### src/rtl/swm_pkg.sv
package swm_pkg;

    typedef enum logic {
        SWM_FALL = 1'b0,
        SWM_RISE = 1'b1
    } swm_edge_e;

    // Active edge: current sample at the active level, previous one not.
    function automatic logic swm_edge_hit(logic cur, logic prev, swm_edge_e pol);
        logic act;
        act = (pol == SWM_RISE);
        return (cur == act) && (prev != act);
    endfunction

endpackage

### src/rtl/swm_edge_det.sv
module swm_edge_det
    import swm_pkg::*;
#(
    parameter swm_edge_e POL = SWM_RISE
) (
    input  logic clk,
    input  logic rst_n,
    input  logic wr_clk,
    output logic edge_o
);

    typedef struct packed {
        logic prev;
    } det_st_t;

    det_st_t det_d, det_q;

    always_comb begin
        det_d      = det_q;
        det_d.prev = wr_clk;
        edge_o     = swm_edge_hit(wr_clk, det_q.prev, POL);
    end

    // Start at the active level so a clock already there is not an edge.
    always_ff @(posedge clk or negedge rst_n) begin
        if (!rst_n) begin
            det_q <= '{prev: (POL == SWM_RISE)};
        end else begin
            det_q <= det_d;
        end
    end

endmodule

### src/rtl/swm_wr_stage.sv
module swm_wr_stage #(
    parameter int ADDR_W = 4,
    parameter int DATA_W = 8
) (
    input  logic              clk,
    input  logic              rst_n,
    input  logic              edge_i,
    input  logic [DATA_W-1:0] mask_i,
    input  logic [ADDR_W-1:0] addr_i,
    input  logic [DATA_W-1:0] data_i,
    output logic [DATA_W-1:0] we_o,
    output logic [ADDR_W-1:0] addr_o,
    output logic [DATA_W-1:0] data_o
);

    typedef struct packed {
        logic [DATA_W-1:0] mask;
        logic [ADDR_W-1:0] addr;
        logic [DATA_W-1:0] data;
    } stg_st_t;

    stg_st_t stg_d, stg_q;

    always_comb begin
        stg_d      = stg_q;
        stg_d.mask = mask_i;
        stg_d.addr = addr_i;
        stg_d.data = data_i;
        we_o       = edge_i ? stg_q.mask : '0;
        addr_o     = stg_q.addr;
        data_o     = stg_q.data;
    end

    always_ff @(posedge clk or negedge rst_n) begin
        if (!rst_n) begin
            stg_q <= '0;
        end else begin
            stg_q <= stg_d;
        end
    end

endmodule

### src/rtl/swm_array.sv
module swm_array #(
    parameter int ADDR_W   = 4,
    parameter int DATA_W   = 8,
    parameter int RD_PORTS = 2
) (
    input  logic                         clk,
    input  logic                         rst_n,
    input  logic [DATA_W-1:0]            we_i,
    input  logic [ADDR_W-1:0]            waddr_i,
    input  logic [DATA_W-1:0]            wdata_i,
    input  logic [RD_PORTS*ADDR_W-1:0]   raddr_i,
    output logic [RD_PORTS*DATA_W-1:0]   rdata_o
);

    localparam int DEPTH = 1 << ADDR_W;

    typedef struct packed {
        logic [DEPTH-1:0][DATA_W-1:0] words;
    } arr_st_t;

    arr_st_t arr_d, arr_q;

    always_comb begin
        arr_d = arr_q;
        arr_d.words[waddr_i] = (arr_q.words[waddr_i] & ~we_i) | (wdata_i & we_i);
    end

    always_ff @(posedge clk or negedge rst_n) begin
        if (!rst_n) begin
            arr_q <= '0;
        end else begin
            arr_q <= arr_d;
        end
    end

    for (genvar p = 0; p < RD_PORTS; p++) begin : g_rd
        logic [ADDR_W-1:0] ra;
        assign ra = raddr_i[p*ADDR_W +: ADDR_W];
        assign rdata_o[p*DATA_W +: DATA_W] = arr_q.words[ra];
    end

endmodule

### src/rtl/sampled_wport_mem.sv
module sampled_wport_mem
    import swm_pkg::*;
#(
    parameter int ADDR_W   = 4,
    parameter int DATA_W   = 8,
    parameter int RD_PORTS = 2,
    parameter bit RISING   = 1'b1
) (
    input  logic                       clk,
    input  logic                       rst_n,
    input  logic                       wr_clk,
    input  logic [DATA_W-1:0]          wr_mask,
    input  logic [ADDR_W-1:0]          wr_addr,
    input  logic [DATA_W-1:0]          wr_data,
    input  logic [RD_PORTS*ADDR_W-1:0] rd_addr,
    output logic [RD_PORTS*DATA_W-1:0] rd_data
);

    localparam swm_edge_e POL = RISING ? SWM_RISE : SWM_FALL;

    logic              edge_seen;
    logic [DATA_W-1:0] we_eff;
    logic [ADDR_W-1:0] waddr_q;
    logic [DATA_W-1:0] wdata_q;

    swm_edge_det #(
        .POL (POL)
    ) u_edge (
        .clk    (clk),
        .rst_n  (rst_n),
        .wr_clk (wr_clk),
        .edge_o (edge_seen)
    );

    swm_wr_stage #(
        .ADDR_W (ADDR_W),
        .DATA_W (DATA_W)
    ) u_stage (
        .clk    (clk),
        .rst_n  (rst_n),
        .edge_i (edge_seen),
        .mask_i (wr_mask),
        .addr_i (wr_addr),
        .data_i (wr_data),
        .we_o   (we_eff),
        .addr_o (waddr_q),
        .data_o (wdata_q)
    );

    swm_array #(
        .ADDR_W   (ADDR_W),
        .DATA_W   (DATA_W),
        .RD_PORTS (RD_PORTS)
    ) u_array (
        .clk     (clk),
        .rst_n   (rst_n),
        .we_i    (we_eff),
        .waddr_i (waddr_q),
        .wdata_i (wdata_q),
        .raddr_i (rd_addr),
        .rdata_o (rd_data)
    );

endmodule

### config.mk
export PLATFORM = sky130hd
export DESIGN_NAME = sampled_wport_mem
export DESIGN_NICKNAME = d
export VERILOG_FILES = /design/src/rtl/swm_pkg.sv /design/src/rtl/swm_edge_det.sv /design/src/rtl/swm_wr_stage.sv /design/src/rtl/swm_array.sv /design/src/rtl/sampled_wport_mem.sv
export SDC_FILE = /design/constraint.sdc
export NUM_CORES = 1
export LEC_CHECK = 0
export ABC_CLOCK_PERIOD_IN_PS = 2100
export BUFFER_PORTS_ARGS = -buffer_cell sky130_fd_sc_hd__buf_2
export CAP_MARGIN = 20
export CORE_MARGIN = 5
export CORE_UTILIZATION = 50
export DETAILED_ROUTE_END_ITERATION = 10
export PLACE_DENSITY = 0.72
export SLEW_MARGIN = 20
export SYNTH_ARGS = -nofsm -noshare
export SYNTH_HDL_FRONTEND = slang
export SYNTH_SLANG_ARGS = --single-unit
### constraint.sdc
create_clock -name clk -period 2.1 [get_ports clk]
set_input_delay 0.42 -clock clk [delete_from_list [all_inputs] [get_ports clk]]
set_output_delay 0.42 -clock clk [all_outputs]
set_load 0.02 [all_outputs]
=== Yosys cells after proc, flatten, opt, wreduce, memory -nomap -nowiden ===
Cells that the tools add are included.

* Add/subtract/negate cells: 0
* Reductions and logical operators: 2
* Equality and inequality tests: 0
* Shift operators: 0
* $lt $le $gt $ge: 4
* $mul: 0
* Bitwise operators: 5
* Divide/modulo/power cells: 0
* Muxes and demuxes: 10

{| class="wikitable"
|+ Operators with widths
! kind !! count
|-
| 128-bit bitwise mux || 1
|-
| 8-bit binary-select mux with 4-bit select || 3
|-
| 8-bit two-way mux || 5
|-
| 8-bit demux with 4-bit select || 1
|-
| 8-bit bitwise AND || 2
|-
| 4-bit by 5-bit less-than comparator with 1-bit output, second input constant || 3
|-
| 8-bit inverter || 1
|-
| 8-bit OR || 1
|-
| 4-bit by 1-bit greater-or-equal comparator with 1-bit output, second input constant || 1
|-
| 1-bit logical AND || 2
|-
| 1-bit inverter || 1
|}

* RAM bits: 0
* Logic and storage cells: 41
* Register bits after elaboration: 149
* Bits in read-only memories: 0
* Output and inout port bits: 16
* Input bits: 31
* Memories kept: 0
* Latch bits: 0

=== Logic depth before layout (Yosys ltp) ===
Gate-level depths: netlist of run 1.

* Depth after elaboration: 7
* Mapped depth: 8

=== By module ===
Synthesis of run 1 repeated with hierarchy kept, for this count alone.

* Cell total of the unflattened synthesis: 727
* Area total of the unflattened synthesis: 8669.6 sq um

{| class="wikitable"
|+ Modules (own cells, without submodules)
! module !! instances !! cells an instance !! area an instance (sq um)
|-
| swm_array || 1 || 685 || 7988.9
|-
| swm_wr_stage || 1 || 40 || 640.6
|-
| swm_edge_det || 1 || 2 || 40.0
|}

=== Least setup slack after synthesis of run 1 ===
Ideal clock, no wire load.

* Path kind: input to output
* Start: in rd_addr[4]
* End: out rd_data[14]
* Cell stages on the path: 4
* Arrival: 1805 ps
* Setup slack: -125 ps
* Data required time: 1680 ps
* Cell sequence: buf_2 > buf_6 > mux4_2 > mux4_2

* Longest elaborated chain between the ends: 2

{| class="wikitable"
|+ RTL lines
! what !! line !! RTL
|-
| start, declared || sampled_wport_mem.sv:15 || <nowiki>input logic [RD_PORTS*ADDR_W-1:0] rd_addr,</nowiki>
|-
| 8-bit binary-select mux with 4-bit select || swm_array.sv:39 || <nowiki>assign rdata_o[p*DATA_W +: DATA_W] = arr_q.words[ra];</nowiki>
|-
| 8-bit two-way mux (not written as such) || swm_array.sv:39 ||
|-
| end, declared || sampled_wport_mem.sv:16 || <nowiki>output logic [RD_PORTS*DATA_W-1:0] rd_data</nowiki>
|}

Every way passes these cells. The select of a mux whose other input is x is not followed.

=== Worst setup path in the final report of run 1 ===
* Start: reg u_array.arr_q[59] in the netlist's numbering
* End: out rd_data[3]

* Longest elaborated chain between the ends: 2

{| class="wikitable"
|+ RTL lines
! what !! line !! RTL
|-
| start, declared || swm_array.sv:21 || <nowiki>arr_st_t arr_d, arr_q;</nowiki>
|-
| start signal, assigned || swm_array.sv:32 || <nowiki>arr_q <= arr_d;</nowiki>
|-
| 8-bit binary-select mux with 4-bit select || swm_array.sv:39 ||
|-
| 8-bit two-way mux (not written as such) || swm_array.sv:39 ||
|}

Every way passes these cells. The select of a mux whose other input is x is not followed.

==> results.env, run 1 <==
RUN_STATUS='finished with violations'
VIOLATIONS='setup timing'
TIMING.FINAL.HOLD_VIOLATIONS=0
TIMING.CLOCK.SKEW_NS=0.008791
AREA_DELTA_SYNTH_FINAL_PCT=22.73
IO_PINS=47
MAXIMUM_NUMBER_OF_PINS_ON_ONE_NET_BEFORE_GLOBAL_ROUTE_REPAIR=53
CLKTRANSATPATHREGS_NS=0.06
POSTROUTEANTENNANETS=0
GLOBAL_ROUTE.OVERFLOW_TOTAL=0
PLACE_WORST_SETUP_SLACK_NS=-0.3360
PORT_BUFFERS=46
SYNTHARSTFLOPSHARE_PCT=100.0
LARGEST_CELLS_BY_AREA_AFTER_SYNTHESIS='dfrtp_1 43%, mux4_2 21%, a31oi_1 4.6%'
DPL.CELL_COUNT=974
PATH_CELLS='mux4_2, mux4_2, buf_6'
POST_LAYOUT_NONFILLER_INSTANCES=1071
SYNTH_SEQ_AREA_SHARE_PCT=42.90
INSTANCE_COUNT_OF_THE_MAPPED_NETLIST=709
HPWL_MM=17.01
DETAILEDROUTE.FIRSTPASSITERATIONCOUNT=6
WORST_HOLD_PATH.NUM_CELLS=1
ANTENNA_VIOLATIONS_BEFORE_REPAIR=0
DIE_AREA_UM2=20120
FINALWORSTSETUPSLACK_NS=-0.3491
FLOORPLAN.ROWS=48
FINALCRITPERIODSHARE_PCT=116.6
GRT_USAGE_PCT=26.03
WORST_SETUP_PATH_END_KIND='primary output'
VIASPERCELL=6.870
YOSYS_REGISTER_BITS=149
TOTAL_NETS_FINAL=864
REPORT.FINAL.SLEW_VIOL_COUNT=0
CTS_MADE_BUFFERS=17
HOLD_START='wr_addr[1]'
RR_ENDPOINT='u_array.arr_q[76]'
CTS.SINK_COUNT=149
RR_STARTPOINT='u_stage.addr_o[1]'
GRT_SETUP_UNREPAIRED='true'
ANTENNA_CELLS=0
CLOCK-ROOT-BUFFER='clkbuf_16'
SYNTH_FF_TYPE='dfrtp_1'
WL_PER_CELL_UM=24.96
CLOCK.FMAX_GHz=0.4083
SYN-CELL-AREA_UM2=8693
SYNTHESIS.YOSYS.WARNINGS=0
CTS_MAX_LEVEL=4
WORST_EP_ARRIVAL_TIME_NS=2.03
TIMING_WORST_SLEW_PIN_VALUE_NS=0.7424
R2R_CELLS=5
CRITICAL_PATH_SOURCE_TYPE='flip-flop'
SYNTH_ENABLE_FLOP_CELLS=0
REGTOREGSETUPSLACK_NS=-0.01
CRITPATHMAXSTAGEDELAY_NS=0.52
DIE-HEIGHT_UM=141.9
LEAKAGE_nW=4.465
LAYOUT-DRIVE-GT1-SHARE_PCT=41.25
START_UTIL_PCT=50.61
IR_WORST_VDD_mV=0.6389
CRITICAL_PATH_CLASS='reg -> out'
WORST_SLEW_SLACK_AS_A_FRACTION_OF_ITS_LIMIT_PCT=50.41
SYNTHESIS.NETS=740
CPMAXSTAGEDELAYCELL='mux4_2'
WIRE_LENGTH_OF_THE_FIRST_GLOBAL_ROUTING_PASS_MM=40.13
INSERTION_DELAY_NS=0.43
PWR_DENSITY_CELL_nW_PER_UM2=1019
SYNTH.LIB_CELLS_USED.DISTINCT=40
SHARE_OF_YOSYS_CELL_AREA_CLAIMED_BY_THE_TOP_AREA_CELL_TYPE_PCT=42.60
FINAL_ROUTED_WIRELENGTH_ACROSS_ALL_METAL_LAYERS_MM=26.73
DRT-INITIAL-DRC-COUNT=1216
DIE_X_UM=141.9
SYNTH_TOP_CELL_BY_AREA='dfrtp_1'
GRT_PASS1_VIAS=7144
VIAS=7358
PLACER_CONGESTION_ESTIMATE=0.9255
CP_MAX_FO=4
TRITONCTS='built'
SYNTHESIS.AREA_PER_INSTANCE_UM2=12.26
CTS-ROOT-TO-SINK-BUFFERS=2
FILLER_INSTANCES=1276
CRIT_REQUIRED_NS=1.68
DRC_ERRORS=0
PERIOD_NEEDED_NS=2.449
CP_COMMON_CELL='mux4_2'
MIN_TO='u_stage.addr_o[1]'
SETUP_VIOL_COUNT_FINAL=18
CORE-AREA_UM2=17180
MAXCAPVIOLATIONS=0
HOLD_PATH.CLASS='in -> reg'
-- sequential cells by signal, summed over array words and instances (netlist names) --
signal and flops:
u_stage.addr_o 4, u_stage.data_o 8, u_edge.det_q 1, u_stage.stg_q 8, u_array.arr_q 128
-- where the power goes --
part           switching, mW  internal [mW]  total [mW]  leakage, nW
registers              0.721           3.50        4.22         1.71
clock network           1.22           1.97        3.18        0.296
logic                   1.55           1.92        3.47         2.46
total                   3.49           7.38        10.9         4.46
-- cell usage after synthesis (all sizes together), types with 2 or more instances --
cell / n
a21o: 8
a21oi: 14
a222oi: 8
a22oi: 17
a31oi: 64
and3b: 2
buf: 47
clkbuf: 16
dfrtp: 148
mux2: 32
mux2i: 32
mux4: 80
nand2: 68
nand2b: 3
nand3: 12
nor2: 70
nor2b: 6
nor3: 4
nor4bb: 8
o21ai: 64
-- final cells by class --
cell class                 count  area (um2)  share of cell area [%]
tap                          225       281.5                   2.639
clock buffer                  21       470.5                   4.410
multi-input combinational    498        4531                   42.47
clock inverter                11       148.9                   1.396
timing repair buffer         167        1503                   14.08
sequential                   149        3735                   35.01
-- worst max path at each step --
stage	from	to	slack, ns
detailed placement	rd_addr[4]	rd_data[11]	-0.34
global route	u_array.arr_q[101]	rd_data[5]	-0.37
floorplan	rd_addr[4]	rd_data[14]	-0.006
finish	u_array.arr_q[59]	rd_data[3]	-0.35
global placement	rd_addr[4]	rd_data[11]	-0.30
CTS	u_array.arr_q[115]	rd_data[11]	-0.34
-- layer usage --
metal / track usage (%) / wire length, um
met1: 33.79 / 9399
met5: 0 / 0
met3: 6.033 / 2814
met4: 11.41 / 1319
met2: 42.06 / 13200
-- worst max-delay path: cells and delay by family, from the launching register on --
kind,cells,cell delay (ns)
buffers and inverters,1,0.16
flip-flops,1,0.43
multiplexers,2,1.01
-- stage by stage --
stage / TNS, ns / power [mW] / cell area (um2) / utilization (%) / hold slack, ns
6_report: -5.045 / 10.87 / 10670 / 62.11 / 0.09275
5_1_grt: -6.487 / 11.29 / 10670 / 62.11 / 0.08362
4_1_cts: -4.884 / 10.54 / 10350 / 60.29 / 0.08507
3_5_place_dp: -7.149 / 6.924 / 9288 / 54.07 / 0.3680
3_3_place_gp: -6.209 / 6.725 / 9288 / 54.07 / 0.3565
2_1_floorplan: -0.09465 / 6.089 / 8776 / - / 0.1244
-- logic make-up (layout without fill, tap and decap cells) --
family	Yosys count	count (layout)	share of synthesized area, %
buf+inv	63	199	5.239
flops	149	149	42.90
mux	144	144	28.81
simple gates	178	178	10.16
compound gates	175	176	12.88
-- cell usage in the layout (no fill, tap or decap), types with 3 or more instances in the layout --
cell type,n
mux4_2,80
mux2_1,5
o21ai_0,36
o21ai_1,28
buf_2,27
a22oi_2,5
nand2_2,3
mux2i_1,32
a22oi_1,12
a21o_2,9
buf_12,14
mux2_2,21
mux2_4,6
clkinvlp_4,3
nand3_2,8
nor3_2,4
clkbuf_8,3
buf_4,98
nor4bb_1,8
nand3_1,4
buf_6,23
dfrtp_1,146
bufinv_16,3
a21oi_1,7
nor2b_1,5
a222oi_1,8
nor2_1,69
a31oi_1,63
a21oi_2,7
clkbuf_16,20
nand2_1,65
-- timing repair --
| action | CTS | global route |
|---|---|---|
| hold endpoints to repair | 37 | 0 |
| cloned | 0 | 6 |
| setup endpoints to repair | 52 | 90 |
| resized for setup | 33 | 13 |
| pin swaps | 1 | 7 |
| buffers inserted | 43 | 15 |
| hold buffers | 1 | 0 |
(Power assumes the default switching activity.)
==> run 2, diff against run 1 <==
--- a/config.mk
+++ b/config.mk
@@ -9,8 +9,8 @@
 export BUFFER_PORTS_ARGS = -buffer_cell sky130_fd_sc_hd__buf_2
 export CAP_MARGIN = 20
-export CORE_MARGIN = 5
-export CORE_UTILIZATION = 50
+export CORE_MARGIN = 3
+export CORE_UTILIZATION = 45
 export DETAILED_ROUTE_END_ITERATION = 10
-export PLACE_DENSITY = 0.72
+export PLACE_DENSITY = 0.66
 export SLEW_MARGIN = 20
 export SYNTH_ARGS = -nofsm -noshare
==> constraint.sdc (replaced) <==
create_clock -name clk -period 2.1 [get_ports clk]
set_input_delay 0.42 -clock clk [delete_from_list [all_inputs] [get_ports clk]]
set_output_delay 0.42 -clock clk [all_outputs]
set_load 0.01 [all_outputs]
==> run 2 against run 1 <==
Against the previous run: the flow still finishes with violations (setup timing); core utilization is 5.5 points lower; die area is 4.5% higher; cell count up 2.1%; critical path depth stayed put; sequential share of layout area about the same; routed wire length down 6.7%; first-iteration DRC count decreased by 24%; combinational power fell by 7.2%; non-clock buffer count fell by 13; via count down 5.9%; critical path type unchanged; largest cell class unchanged.
==> results.env, run 2 (same netlist as run 1, synthesis figures left out) <==
POST_LAYOUT_UTILIZATION_OF_THE_CORE_PCT=56.65
MAXCAPVIOLATIONS=0
LAYOUT-DRIVE-GT1-SHARE_PCT=39.98
FINALWORSTSETUPSLACK_NS=-0.3544
DRC_ERRORS=0
CRITICAL_PATH_CLASS='reg -> out'
GRT_USAGE_PCT=23.43
WORST_HOLD_PATH.NUM_CELLS=1
INSERTION_DELAY_NS=0.43
TIMING.CLOCK.SKEW_NS=0.009333
REGTOREGSETUPSLACK_NS=0.04
WL_PER_CELL_UM=22.83
FINAL_COMMON_CELL='dfrtp_1'
P_SWITCHING_mW=3.349
REPORT.FINAL.SLEW_VIOL_COUNT=0
CLKTRANSATPATHREGS_NS=0.06
FIN_TNS_SETUP_NS=-5.058
TIMING.FINAL.HOLD_VIOLATIONS=0
WORST_HOLD_SLACK_NS=0.09545
VIAS=6925
GLOBAL_ROUTE.OVERFLOW_TOTAL=0
ANTENNA_VIOLATIONS_BEFORE_REPAIR=0
DPL.CELL_COUNT=1007
TIMING_WORST_SLEW_PIN_VALUE_NS=0.7954
DIE-HEIGHT_UM=145.0
WORST_SLEW_SLACK_AS_A_FRACTION_OF_ITS_LIMIT_PCT=46.87
MAX_FFS_PER_REGISTER=128
CLOCK.FMAX_GHz=0.4074
DIE_X_UM=145.0
POSTROUTEANTENNANETS=0
CP_MAX_FO=3
SW_FRAC_OF_TOTAL_PCT=30.63
CRITICAL_PATH_SOURCE_TYPE='flip-flop'
GRT_PASS1_VIAS=6931
CRIT_REQUIRED_NS=1.68
CTS_MAX_LEVEL=4
DETAILEDROUTE.FIRSTPASSITERATIONCOUNT=6
REGISTERS.TOP_BY_FF_COUNT='u_array.arr_q'
FILLER_INSTANCES=1509
DRT-INITIAL-DRC-COUNT=927
PLACER_CONGESTION_ESTIMATE=1.010
GRT_SETUP_UNREPAIRED='true'
CORE-AREA_UM2=18830
WIRE_LENGTH_OF_THE_FIRST_GLOBAL_ROUTING_PASS_MM=38.81
POWER_FRAC_SEQ_PCT=38.6
AREA_DELTA_SYNTH_FINAL_PCT=22.71
CLOCK-ROOT-BUFFER='clkbuf_16'
PERIOD_NEEDED_NS=2.454
CTS.SINK_COUNT=149
CTS-ROOT-TO-SINK-BUFFERS=2
PWR_DENSITY_CELL_nW_PER_UM2=1025
TOTAL_NETS_FINAL=851
CTS_MADE_BUFFERS=17
POST_LAYOUT_NONFILLER_INSTANCES=1093
PORT_BUFFERS=46
R2R_CELLS=6
START_UTIL_PCT=46.17
FINALCRITPERIODSHARE_PCT=116.9
IR_WORST_VDD_mV=0.6422
TRITONCTS='built'
VIOLATIONS='setup timing'
MAXIMUM_NUMBER_OF_PINS_ON_ONE_NET_BEFORE_GLOBAL_ROUTE_REPAIR=60
DIE_AREA_UM2=21020
FLOORPLAN.ROWS=50
PLACE_WORST_SETUP_SLACK_NS=-0.3471
SETUP_VIOL_COUNT_FINAL=16
LEADING_CELL_TYPES_IN_THE_LAYOUT_FILL_AND_TAPS_EXCLUDED='146 x dfrtp_1, 88 x buf_4, 80 x mux4_2'
FINAL_ROUTED_WIRELENGTH_ACROSS_ALL_METAL_LAYERS_MM=24.95
CLOCK_SHARE_OF_POWER_PCT=31.9
RUN_STATUS='finished with violations'
WORST_EP_ARRIVAL_TIME_NS=2.03
VIASPERCELL=6.336
LEAKAGE_nW=4.432
IO_PINS=47
P_INT_mW=7.585
WORST_SETUP_PATH_END_KIND='primary output'
P_COMB_SHARE_PCT=29.4
HOLD_PATH.CLASS='in -> reg'
ANTENNA_CELLS=0
HPWL_MM=17.07
run 2: changes by cell type in the layout (fill, tap and decap cells not counted), sizes merged:
cell | previous run | this run
clkinvlp | 3 | 1
clkbuf | 25 | 21
buf | 162 | 150
clkinv | 4 | 3
inv | 1 | 4
bufinv | 3 | 6
run 2: final timing paths:
check	end	from
worst min register to register	u_array.arr_q[109]	u_array.arr_q[109]
worst max-delay path	rd_data[0]	u_array.arr_q[32]
max in group asynchronous	u_edge.det_q	rst_n
min in group asynchronous	u_array.arr_q[71]	rst_n
worst max register to register	u_array.arr_q[117]	u_stage.addr_o[1]
worst min-delay path	u_stage.stg_q[12]	wr_mask[0]
run 2: area by class of cell:
class	instances	area, um2	area share, %
Timing Repair Buffer	154	1398	13.10
Sequential cell	149	3735	35.01
Multi-Input combinational cell	498	4536	42.52
Clock inverter	14	245.2	2.299
Tap cell	260	325.3	3.050
Clock buffer	18	429.2	4.023
run 2: timing repair:
item                                    4_1_cts  5_1_grt
gates resized for setup                      16       13
pin swaps                                     2        9
cloned                                        1        2
buffers inserted                             30       20
hold buffers                                  1        0
hold endpoints to repair                     32        0
endpoints found under the setup margin       25       98
run 2: through the flow:
step	total power [mW]	area, um2
6_report	10.93	10670
5_1_grt	11.40	10670
4_1_cts	10.69	10400
3_5_place_dp	6.858	9354
3_3_place_gp	6.704	9354
2_1_floorplan	5.995	8738
run 2: per-layer routing:
metal | part of all wire [%] | GRT usage (%) | up-vias
met5 | 0 | 0 | -
met4 | 2.7 | 9.121 | 0
met3 | 8.3 | 4.154 | 64
met2 | 49 | 38.10 | 431
met1 | 40 | 31.60 | 3474
li1 | - | - | 2956
run 2: worst max-delay path: stages, from the launching register on:
cell and delay (ns):
dfrtp_1 0.42, mux4_2 0.50, mux4_2 0.53, buf_6 0.15
run 2: power groups by stage:
stage,clock network [mW],registers [mW],logic (mW)
after global placement,0,4.19,2.52
after floorplan,0,3.95,2.05
after CTS,3.51,4.18,3.00
final,3.49,4.23,3.22
after detailed placement,0,4.25,2.61
after global routing,3.65,4.29,3.47
